### src/rtl/lsclk_watchdog.sv
module lsclk_watchdog #(
  parameter int CNT_W  = 8,
  parameter int PRE_W  = 12,
  parameter int DATA_W = 16,
  parameter logic [DATA_W-1:0] KEY = 16'h5A3C
) (
  input  logic              clk,
  input  logic              rst_n,
  input  logic              wr_en,
  input  logic [2:0]        wr_addr,
  input  logic [DATA_W-1:0] wr_data,
  output logic              rst_req,
  output logic              irq,
  output logic [2:0]        flags,
  output logic [CNT_W-1:0]  count
);
  localparam int SEL_W = $clog2(PRE_W + 1);
  localparam logic [2:0] A_CTRL = 3'd0, A_KEY = 3'd1, A_CMP0 = 3'd2,
                         A_CMP1 = 3'd3, A_CLR = 3'd4;

  logic             run, mode;
  logic [SEL_W-1:0] psel;
  logic [CNT_W-1:0] cmp0, cmp1, cnt;
  logic [PRE_W-1:0] pre;
  logic [2:0]       flg;
  logic             rq;

  wire              refresh = wr_en && wr_addr == A_KEY && wr_data == KEY;
  wire [2:0]        clr     = (wr_en && wr_addr == A_CLR) ? wr_data[2:0] : 3'b000;
  wire [SEL_W-1:0]  n_eff   = (psel > SEL_W'(PRE_W)) ? SEL_W'(PRE_W) : psel;
  wire [PRE_W-1:0]  mask    = ~({PRE_W{1'b1}} << n_eff);
  wire              tick    = run && !refresh && ((pre & mask) == mask);
  wire              under   = tick && cnt == '0;
  wire [CNT_W-1:0]  dec     = cnt - 1'b1;
  wire              hit0    = tick && !under && dec == cmp0;
  wire              hit1    = tick && !under && dec == cmp1;

  always_ff @(posedge clk or negedge rst_n) begin
    if (!rst_n) begin
      run  <= 1'b0;
      mode <= 1'b0;
      psel <= '0;
      cmp0 <= '0;
      cmp1 <= '0;
    end else if (wr_en) begin
      case (wr_addr)
        A_CTRL: begin
          run  <= wr_data[0];
          mode <= wr_data[1];
          psel <= wr_data[3 +: SEL_W];
        end
        A_CMP0: cmp0 <= wr_data[CNT_W-1:0];
        A_CMP1: cmp1 <= wr_data[CNT_W-1:0];
        default: ;
      endcase
    end
  end

  always_ff @(posedge clk or negedge rst_n) begin
    if (!rst_n) begin
      pre <= '0;
      cnt <= '1;
      flg <= '0;
      rq  <= 1'b0;
    end else begin
      if (refresh)  pre <= '0;
      else if (run) pre <= pre + 1'b1;
      if (refresh || under) cnt <= '1;
      else if (tick)        cnt <= dec;
      flg <= (flg & ~clr) | {hit1, hit0, under && mode};
      rq  <= rq | (under && !mode);
    end
  end

  assign rst_req = rq;
  assign flags   = flg;
  assign irq     = |flg;
  assign count   = cnt;
endmodule


### config.mk
export PLATFORM = sky130hd
export DESIGN_NAME = lsclk_watchdog
export DESIGN_NICKNAME = d
export VERILOG_FILES = /design/src/rtl/lsclk_watchdog.sv
export SDC_FILE = /design/constraint.sdc
export NUM_CORES = 1
export LEC_CHECK = 0
export ABC_AREA = 1
export BUFFER_PORTS_ARGS = -buffer_cell sky130_fd_sc_hd__clkbuf_2
export CAP_MARGIN = 20
export CORE_ASPECT_RATIO = 1.1
export CORE_MARGIN = 2
export CORE_UTILIZATION = 45
export CTS_CLUSTER_DIAMETER = 40
export DETAILED_ROUTE_END_ITERATION = 7
export PLACE_DENSITY = 0.63
export SLEW_MARGIN = 25
export SYNTH_ARGS = -nofsm -noshare
export SYNTH_HDL_FRONTEND = slang
export SYNTH_SLANG_ARGS = --single-unit
export TNS_END_PERCENT = 100
### constraint.sdc
create_clock -name clk -period 1.7 [get_ports clk]
set_input_delay 0.085 -clock clk [delete_from_list [all_inputs] [get_ports clk]]
set_output_delay 0.085 -clock clk [all_outputs]
set_load 0.02 [all_outputs]
==> flow_summary.json, run 1 <==
{
  "cp_max_fo": 8,
  "nets": 463,
  "layoutNonFillerInstCount": 519,
  "cellLeakagePower_uw": 0.00173,
  "critPathArrivalTime_ns": 1.87,
  "cts.root.buffer_cell": "clkbuf_8",
  "drt-total-wl_um": 6940,
  "ys_warn_count": 0,
  "die_x_um": 79.7,
  "synthArstFlopShare": 1.00,
  "die_h_um": 87.2,
  "post-route-period-util": 0.965,
  "vias_per_cell": 5.09,
  "nFillCells": 615,
  "clk_latency_ns": 0.30,
  "area_growth_pct": 16.4,
  "synthesis.nets": 420,
  "gp_congestion": 0.913,
  "grt_pass1_vias": 2487,
  "setup_viol": 0,
  "first_pass_iters": 4,
  "postSynthRegisterBits": 46,
  "slowest_stage": "dfstp_2",
  "cts_tree": "done",
  "port_buffers": 34,
  "numCtsBuffers": 5,
  "max_stage_delay_ns": 0.56,
  "globalRouteOverflowTotal": 0,
  "path_buf_inv": 1,
  "grt_pass1_wl_um": 11800,
  "fin_crit_ns": 1.64,
  "cts.sinks": 46,
  "synthTopCellsByArea": "dfrtp_1, nand2_1, nand3_1",
  "synth_area_per_cell_um2": 7.17,
  "crit_path_end_kind": "flop",
  "maxCapViolCount": 0,
  "max_slew.worst_pin.slew_ns": 0.518,
  "start_util": 0.463,
  "syn_inst": 395,
  "powerDensity_nw_per_um2": 1160,
  "setup.worst_path.class": "reg2reg",
  "max_freq_mhz": 610,
  "fin_area_um2": 3300,
  "fin_skew_ns": 0.00666,
  "synth.distinct_cells": 32,
  "rsz0062_at_grt": "yes",
  "clk_pin_slew_worst_paths_ns": 0.08,
  "cp-start-kind": "flop",
  "drt-initial-drc-count": 104,
  "core-area_um2": 6120,
  "synth-edff-count": 0,
  "ys.flop_type": "dfrtp_1",
  "finalHoldViolations": 0,
  "ant_nets": 0,
  "slew_headroom": 0.654,
  "routedWlPerCell_um": 13.4,
  "grt_max_degree": 19,
  "status": "complete, no violations",
  "via_count": 2641,
  "rows": 30,
  "placed_area_um2": 3160,
  "cp_top_family": "flip-flops",
  "peakVddDrop_mv": 0.609,
  "crit_required_ns": 1.93,
  "dp_hpwl_um": 5400,
  "grtUsageTotal": 0.219,
  "seq_area_frac_synth": 0.410,
  "path_cells": "inv_4, ha_4, xor2_1, nand2_1, nor2_1, nand3_1, nor2_1, nand3_1, o21bai_2",
  "htreeDepth": 2,
  "die_area_um2": 6950,
  "synth_top_area_cell": "dfrtp_1",
  "synth_top_area_frac": 0.336,
  "drive_gt1_frac": 0.196,
  "n_antenna_cell": 0,
  "clock_path_buffers": 2,
  "post-place-cells": 507,
  "drc": 0,
  "netlist_area_um2": 2830,
  "io_pins": 35,
  "min_path_type": "in2reg",
  "finalMaxSlewViolations": 0,
  "antenna_found_initial": 0
}
[worst min-delay path, delay by kind of cell]
kind	cells	cell delay, ns
AO/OA/AOI/OAI	1	0.07
buffers and inverters	2	0.15
[cell type report]
| class | instances | area, µm² | share of cell area |
|---|---|---|---|
| multi-input cells | 280 | 1430 | 0.435 |
| clock buffers | 7 | 86.3 | 0.0262 |
| clock inverters | 1 | 5.00 | 0.00152 |
| flip-flops and latches | 46 | 1160 | 0.352 |
| inverters | 59 | 224 | 0.0679 |
| well taps | 80 | 100 | 0.0303 |
| repair buffers | 46 | 288 | 0.0873 |
[path summary, 6_finish.rpt]
kind                       cells past startpoint                 start              endpoint  slack (ns)
max in group asynchronous                      3                 rst_n  count[0]$_DFFE_PN1P_        0.79
setup / recovery                               9  count[0]$_DFFE_PN1P_    flags[1]$_DFF_PN0_        0.06
hold reg to reg                                1      mode$_DFFE_PN0P_     rst_req$_DFF_PN0_        0.49
min in group asynchronous                      2                 rst_n    pre[0]$_DFFE_PN0P_        0.27
hold / removal                                 3            wr_data[7]   cmp0[7]$_DFFE_PN0P_        0.05
setup reg to reg                               9  count[0]$_DFFE_PN1P_    flags[1]$_DFF_PN0_        0.06
[metrics by stage]
| stage | util | TNS [ns] | worst slack (ns) | total power [µW] | hold slack [ns] |
|---|---|---|---|---|---|
| floorplan | - | 0 | 0.0000679 | 2670 | -0.211 |
| global placement | 0.516 | 0 | 0.114 | 3060 | 0.0564 |
| detailed placement | 0.516 | 0 | 0.0785 | 3100 | 0.0566 |
| CTS | 0.533 | 0 | 0.0613 | 3800 | 0.0513 |
| global route | 0.539 | -0.131 | -0.0819 | 4140 | 0.0664 |
| finish | 0.539 | 0 | 0.0595 | 3830 | 0.0513 |
[synth_stat cells, drive strengths merged, types with 2 or more instances]
master,n
clkbuf,5
a21oi,5
nand3,45
nand4,16
dfrtp,38
inv,59
ha,3
xor2,4
nor3,2
a31oi,2
a211oi,2
dfstp,8
buf,5
o21bai,2
nor2,52
nand3b,5
o21ai,36
nand2,101
[cells by family after synthesis]
group,synth area share
AO/OA/AOI/OAI,0.0989
XOR/XNOR,0.0124
adder cells (fa/ha/maj),0.0132
buffers and inverters,0.101
flip-flops,0.410
AND/OR/NAND/NOR,0.365
[per-layer routing]
layer,GRT usage,part of all wire,wire length (µm)
met4,0.0799,0.017,121
met1,0.297,0.47,3250
met5,0,0,0
met3,0.0301,0.030,208
met2,0.358,0.48,3350
[flip-flops by register name (all words and copies together) (netlist names)]
name and count:
mode 1, run 1, cmp1 8, flags 3, count 8, psel 4, pre 12, rst_req 1
cmp0 8
[cell usage in the layout (no fill, tap or decap), types with 4 or more instances in the layout]
master     n
a21oi_1    5
xor2_1     4
dfrtp_1   38
nor2_1    44
o21ai_0   30
dfstp_2    8
o21ai_1    6
inv_2      4
nor2_2     4
buf_4      9
nand2_2    5
inv_1     54
clkbuf_2  34
nor2_4     4
nand2_1   96
nand3b_1   4
clkbuf_8   6
nand4_1   16
nand3_1   43
[what timing repair did]
item / CTS / global route
buffers inserted: 0 / 3
endpoints found under the setup margin: 0 / 12
hold endpoints to repair: 14 / 0
resized for setup: 0 / 4
hold buffers: 1 / 0
[where the power goes]
group	leakage, µW	internal, µW	switching (µW)	total (µW)
registers	0.000566	1350	254	1600
logic	0.00111	629	907	1540
clock network	0.0000482	329	367	696
No activity file was read; power rests on OpenSTA's default activity.
==> inputs of run 2 (changes only) <==
--- a/config.mk
+++ b/config.mk
@@ -8,7 +8,6 @@
 export ABC_AREA = 1
 export BUFFER_PORTS_ARGS = -buffer_cell sky130_fd_sc_hd__clkbuf_2
 export CAP_MARGIN = 20
-export CORE_ASPECT_RATIO = 1.1
 export CORE_MARGIN = 2
 export CORE_UTILIZATION = 45
 export CTS_CLUSTER_DIAMETER = 40
==> flow_summary.json, run 2 (same netlist as run 1, synthesis figures left out) <==
{
  "cts.root.buffer_cell": "clkbuf_8",
  "slew_headroom": 0.610,
  "max_freq_mhz": 620,
  "final_common_cell": "nand2_1",
  "routedWlPerCell_um": 13.3,
  "regMostFlops": "pre",
  "dp_hpwl_um": 5180,
  "first_pass_iters": 5,
  "cts.sinks": 46,
  "min_path_type": "in2reg",
  "crit_required_ns": 1.93,
  "max_slew.worst_pin.slew_ns": 0.584,
  "drt-initial-drc-count": 154,
  "ant_nets": 0,
  "reg2reg_to": "flags[1]$_DFF_PN0_",
  "worstHoldStart": "wr_data[7]",
  "placed_area_um2": 3140,
  "peakVddDrop_mv": 0.652,
  "grtUsageTotal": 0.199,
  "antenna_found_initial": 0,
  "area_growth_pct": 16.1,
  "setup_ws_ns": 0.0880,
  "grt_max_degree": 47,
  "vias_per_cell": 5.20,
  "post-route-period-util": 0.948,
  "grt_pass1_wl_um": 11200,
  "cellLeakagePower_uw": 0.00172,
  "clock_path_buffers": 2,
  "drt-total-wl_um": 6820,
  "rsz0062_at_grt": "yes",
  "nFillCells": 571,
  "rrSetupSlack_ns": 0.09,
  "htreeDepth": 2,
  "post-place-ws_ns": 0.0634,
  "clk_pin_slew_worst_paths_ns": 0.09,
  "total_power_uw": 3870,
  "critPathArrivalTime_ns": 1.84,
  "cp_max_fo": 8,
  "powerDensity_nw_per_um2": 1180,
  "worstReg2RegStart": "count[0]$_DFFE_PN1P_",
  "status": "complete, no violations",
  "via_count": 2661,
  "n_antenna_cell": 0,
  "numCtsBuffers": 5,
  "finalCoreUtilization": 0.549,
  "post_cts_buffers": 0,
  "holdPathEnd": "cmp1[7]$_DFFE_PN0P_",
  "die_x_um": 83.4,
  "fin_tns_setup_ns": 0,
  "die_h_um": 83.4,
  "core-area_um2": 5990,
  "gp_congestion": 0.870,
  "fin_skew_ns": 0.00749,
  "grt_pass1_vias": 2331,
  "finalMaxSlewViolations": 0,
  "cts_tree": "done",
  "die_area_um2": 6950,
  "drive_gt1_frac": 0.201,
  "largest_reg_flops": 12,
  "crit_path_end_kind": "flop",
  "start_util": 0.473,
  "fin_crit_ns": 1.61,
  "hold_path_depth": 3,
  "cp-start-kind": "flop",
  "port_buffers": 34,
  "maxCapViolCount": 0,
  "setup_viol": 0,
  "setup.worst_path.class": "reg2reg",
  "reg2reg_depth": 9,
  "rows": 28,
  "nets": 461,
  "globalRouteOverflowTotal": 0,
  "finalHoldViolations": 0,
  "fin_area_um2": 3290,
  "clk_latency_ns": 0.30,
  "mostFrequentLayoutCells": "nand2_1, inv_1, nor2_1, nand3_1, dfrtp_1",
  "drc": 0,
  "io_pins": 35
}
==> run 2: worst max path at each step <==
stage | from | endpoint | slack, ns | cells after the start
2_1_floorplan | count[0]$_DFFE_PN1P_ | flags[2]$_DFF_PN0_ | 0.00007 | 12
3_3_place_gp | count[0]$_DFFE_PN1P_ | flags[2]$_DFF_PN0_ | 0.10 | 11
3_5_place_dp | count[0]$_DFFE_PN1P_ | flags[2]$_DFF_PN0_ | 0.06 | 10
4_1_cts | count[0]$_DFFE_PN1P_ | flags[2]$_DFF_PN0_ | 0.05 | 10
5_1_grt | count[0]$_DFFE_PN1P_ | flags[1]$_DFF_PN0_ | -0.02 | 9
6_report | count[0]$_DFFE_PN1P_ | flags[1]$_DFF_PN0_ | 0.09 | 9
==> run 2: metrics by stage <==
| stage | instances | hold WS, ns |
|---|---|---|
| 2_1_floorplan | 395 | -0.211 |
| 3_3_place_gp | 502 | 0.209 |
| 3_5_place_dp | 502 | 0.217 |
| 4_1_cts | 511 | 0.0414 |
| 5_1_grt | 512 | 0.0656 |
| 6_report | 512 | 0.0392 |
==> run 2: cell type report <==
class                      instances  area [µm²]  share of cell area
clock buffer                       7        96.3              0.0293
clock inverter                     1        8.76             0.00266
inverter                          59         224              0.0681
multi-input combinational        280        1440               0.438
sequential                        46        1160               0.354
tap                               75        93.8              0.0285
timing repair buffer              44         262              0.0795
==> run 2: per-layer routing <==
layer | part of all wire | wire length (µm) | GRT usage
met1 | 0.50 | 3440 | 0.298
met2 | 0.44 | 3030 | 0.299
met3 | 0.043 | 295 | 0.0328
met4 | 0.0084 | 57 | 0.0507
met5 | 0 | 0 | 0
==> run 2: repair_timing <==
action / CTS / global route
hold endpoints to repair: 38 / 0
hold buffers: 1 / 0
resized for setup: 0 / 9
endpoints found under the setup margin: 0 / 13
==> run 2: critical path: stages, from the launching register on <==
cell	delay (ns)
dfstp_2	0.56
inv_4	0.07
ha_4	0.29
xor2_1	0.13
nand2_1	0.06
nor2_1	0.09
nand3_1	0.07
nor2_1	0.09
nand3_1	0.08
o21bai_2	0.11
==> run 2: where the power goes <==
part	leakage [µW]	total (µW)	switching [µW]	internal (µW)
registers	0.000564	1630	281	1350
clock network	0.0000544	763	390	373
logic	0.00110	1480	873	606
==> inputs of run 3 (changes only) <==
--- a/config.mk
+++ b/config.mk
@@ -8,11 +8,14 @@
 export ABC_AREA = 1
 export BUFFER_PORTS_ARGS = -buffer_cell sky130_fd_sc_hd__clkbuf_2
 export CAP_MARGIN = 20
+export CELL_PAD_IN_SITES_DETAIL_PLACEMENT = 1
+export CELL_PAD_IN_SITES_GLOBAL_PLACEMENT = 1
 export CORE_MARGIN = 2
-export CORE_UTILIZATION = 45
+export CORE_UTILIZATION = 38
 export CTS_CLUSTER_DIAMETER = 40
 export DETAILED_ROUTE_END_ITERATION = 7
-export PLACE_DENSITY = 0.63
+export GPL_TIMING_DRIVEN = 0
+export PLACE_DENSITY = 0.72
 export SLEW_MARGIN = 25
 export SYNTH_ARGS = -nofsm -noshare
 export SYNTH_HDL_FRONTEND = slang
==> flow_summary.json, run 3 (same netlist as run 1, synthesis figures left out) <==
{
  "die_x_um": 90.4,
  "reg2reg_to": "flags[1]$_DFF_PN0_",
  "die_area_um2": 8160,
  "htreeDepth": 2,
  "peakVddDrop_mv": 0.384,
  "holdPathEnd": "cmp0[7]$_DFFE_PN0P_",
  "n_antenna_cell": 0,
  "clock_path_buffers": 2,
  "holdWs_ns": 0.0853,
  "finalHoldViolations": 0,
  "area_growth_pct": 17.4,
  "via_count": 2681,
  "cp-start-kind": "flop",
  "grtUsageTotal": 0.204,
  "finalCoreUtilization": 0.459,
  "gp_congestion": 0.802,
  "slew_headroom": 0.565,
  "rows": 31,
  "cts_tree": "done",
  "path_cells": "inv_6, ha_4, xor2_1, nand2_1, nor2_2, nand3_1, nor2_1, nand3_1, o21bai_2",
  "fin_area_um2": 3330,
  "drive_gt1_frac": 0.202,
  "clk_latency_ns": 0.30,
  "cts.root.buffer_cell": "clkbuf_8",
  "nets": 464,
  "critical-path-top-cell-by-count": "nand3_1",
  "powerDensity_nw_per_um2": 1200,
  "grt_pass1_wl_um": 13600,
  "crit_required_ns": 1.92,
  "drt-total-wl_um": 7960,
  "largest_reg_flops": 12,
  "mostFrequentLayoutCells": "nand2_1, inv_1, nand3_1",
  "worstReg2RegStart": "count[0]$_DFFE_PN1P_",
  "worstHoldStart": "wr_data[7]",
  "ant_nets": 0,
  "rrSetupSlack_ns": -0.07,
  "drt-initial-drc-count": 80,
  "dp_hpwl_um": 6280,
  "cp_max_fo": 4,
  "drc": 0,
  "cellLeakagePower_uw": 0.00172,
  "grt_pass1_vias": 2805,
  "maxCapViolCount": 0,
  "grt_max_degree": 47,
  "final_common_cell": "nand2_1",
  "slowest_stage": "dfstp_2",
  "die_h_um": 90.4,
  "setup_ws_ns": -0.0650,
  "placed_area_um2": 3170,
  "port_buffers": 34,
  "status": "finished with violations",
  "finalMaxSlewViolations": 0,
  "setup_viol": 2,
  "critPathArrivalTime_ns": 1.98,
  "reg2reg_depth": 9,
  "globalRouteOverflowTotal": 0,
  "regMostFlops": "pre",
  "min_path_type": "in2reg",
  "post-route-period-util": 1.04,
  "crit_path_end_kind": "flop",
  "violations": "setup timing",
  "clk_pin_slew_worst_paths_ns": 0.10,
  "start_util": 0.391,
  "max_freq_mhz": 567,
  "first_pass_iters": 4,
  "vias_per_cell": 4.97,
  "hold_path_depth": 3,
  "cts.sinks": 46,
  "nFillCells": 962,
  "antenna_found_initial": 0,
  "rsz0062_at_grt": "yes",
  "fin_crit_ns": 1.77,
  "max_slew.worst_pin.slew_ns": 0.652,
  "setup.worst_path.class": "reg2reg",
  "core-area_um2": 7250,
  "numCtsBuffers": 5,
  "max_stage_delay_ns": 0.58,
  "routedWlPerCell_um": 14.8,
  "fin_skew_ns": 0.0107,
  "io_pins": 35
}
==> run 3: cell count changes in the layout (fill, tap and decap cells not counted), sizes merged <==
cell | before | now
buf | 9 | 8
bufinv | 0 | 1
clkbuf | 41 | 43
clkinv | 1 | 2
==> run 3: how the worst max path moves through the flow <==
stage / cells past startpoint / from / end / slack (ns)
after floorplan: 12 / count[0]$_DFFE_PN1P_ / flags[2]$_DFF_PN0_ / 0.00007
after global placement: 12 / count[0]$_DFFE_PN1P_ / flags[1]$_DFF_PN0_ / -0.18
after detailed placement: 12 / count[0]$_DFFE_PN1P_ / flags[1]$_DFF_PN0_ / -0.23
after CTS: 9 / count[0]$_DFFE_PN1P_ / flags[1]$_DFF_PN0_ / -0.13
after global routing: 9 / count[1]$_DFFE_PN1P_ / flags[1]$_DFF_PN0_ / -0.19
final: 9 / count[0]$_DFFE_PN1P_ / flags[1]$_DFF_PN0_ / -0.07
==> run 3: cell type report <==
cell class	count	area, µm²	share of cell area
Buffer	9	62.6	0.0188
Clock buffer	5	68.8	0.0207
Clock inverter	3	40.0	0.0120
Inverter	59	229	0.0688
Multi-Input combinational cell	280	1440	0.432
Sequential cell	46	1160	0.349
Tap cell	99	124	0.0372
Timing Repair Buffer	38	205	0.0617
==> run 3: through the flow <==
step	power, µW	TNS (ns)	instances	setup WS [ns]
detailed placement	3130	-0.396	528	-0.228
finish	3990	-0.0996	539	-0.0650
CTS	3990	-0.166	539	-0.132
global route	4310	-0.458	539	-0.193
global placement	3040	-0.318	528	-0.175
floorplan	2670	0	395	0.0000679
==> run 3: power by group <==
| group | total (µW) | switching (µW) | internal [µW] |
|---|---|---|---|
| clock network | 824 | 390 | 434 |
| registers | 1630 | 280 | 1350 |
| logic | 1540 | 941 | 596 |
| total | 3990 | 1610 | 2380 |
==> run 3: critical path: cells and delay by family (launching register included) <==
family / cells / cell delay [ns]
AOI/OAI and AO/OA: 1 / 0.13
xor gates and xnor gates: 1 / 0.15
adders and majority gates: 1 / 0.28
buffers and inverters: 1 / 0.05
DFF: 1 / 0.58
and+or+nand+nor: 5 / 0.48
==> run 3: per-layer routing <==
metal  GRT usage  vias up  share of wire
met5           0        -              0
met2       0.356       45           0.48
met1       0.272     1271           0.48
met4      0.0423        0         0.0098
li1            -     1357              -
met3      0.0267        8          0.030
==> run 3: timing repair <==
action | CTS | global route
pin swaps | 11 | 5
gates resized for setup | 2 | 8
hold endpoints to repair | 38 | 0
buffers inserted | 3 | 0
hold buffers | 1 | 0
setup endpoints to repair | 2 | 13
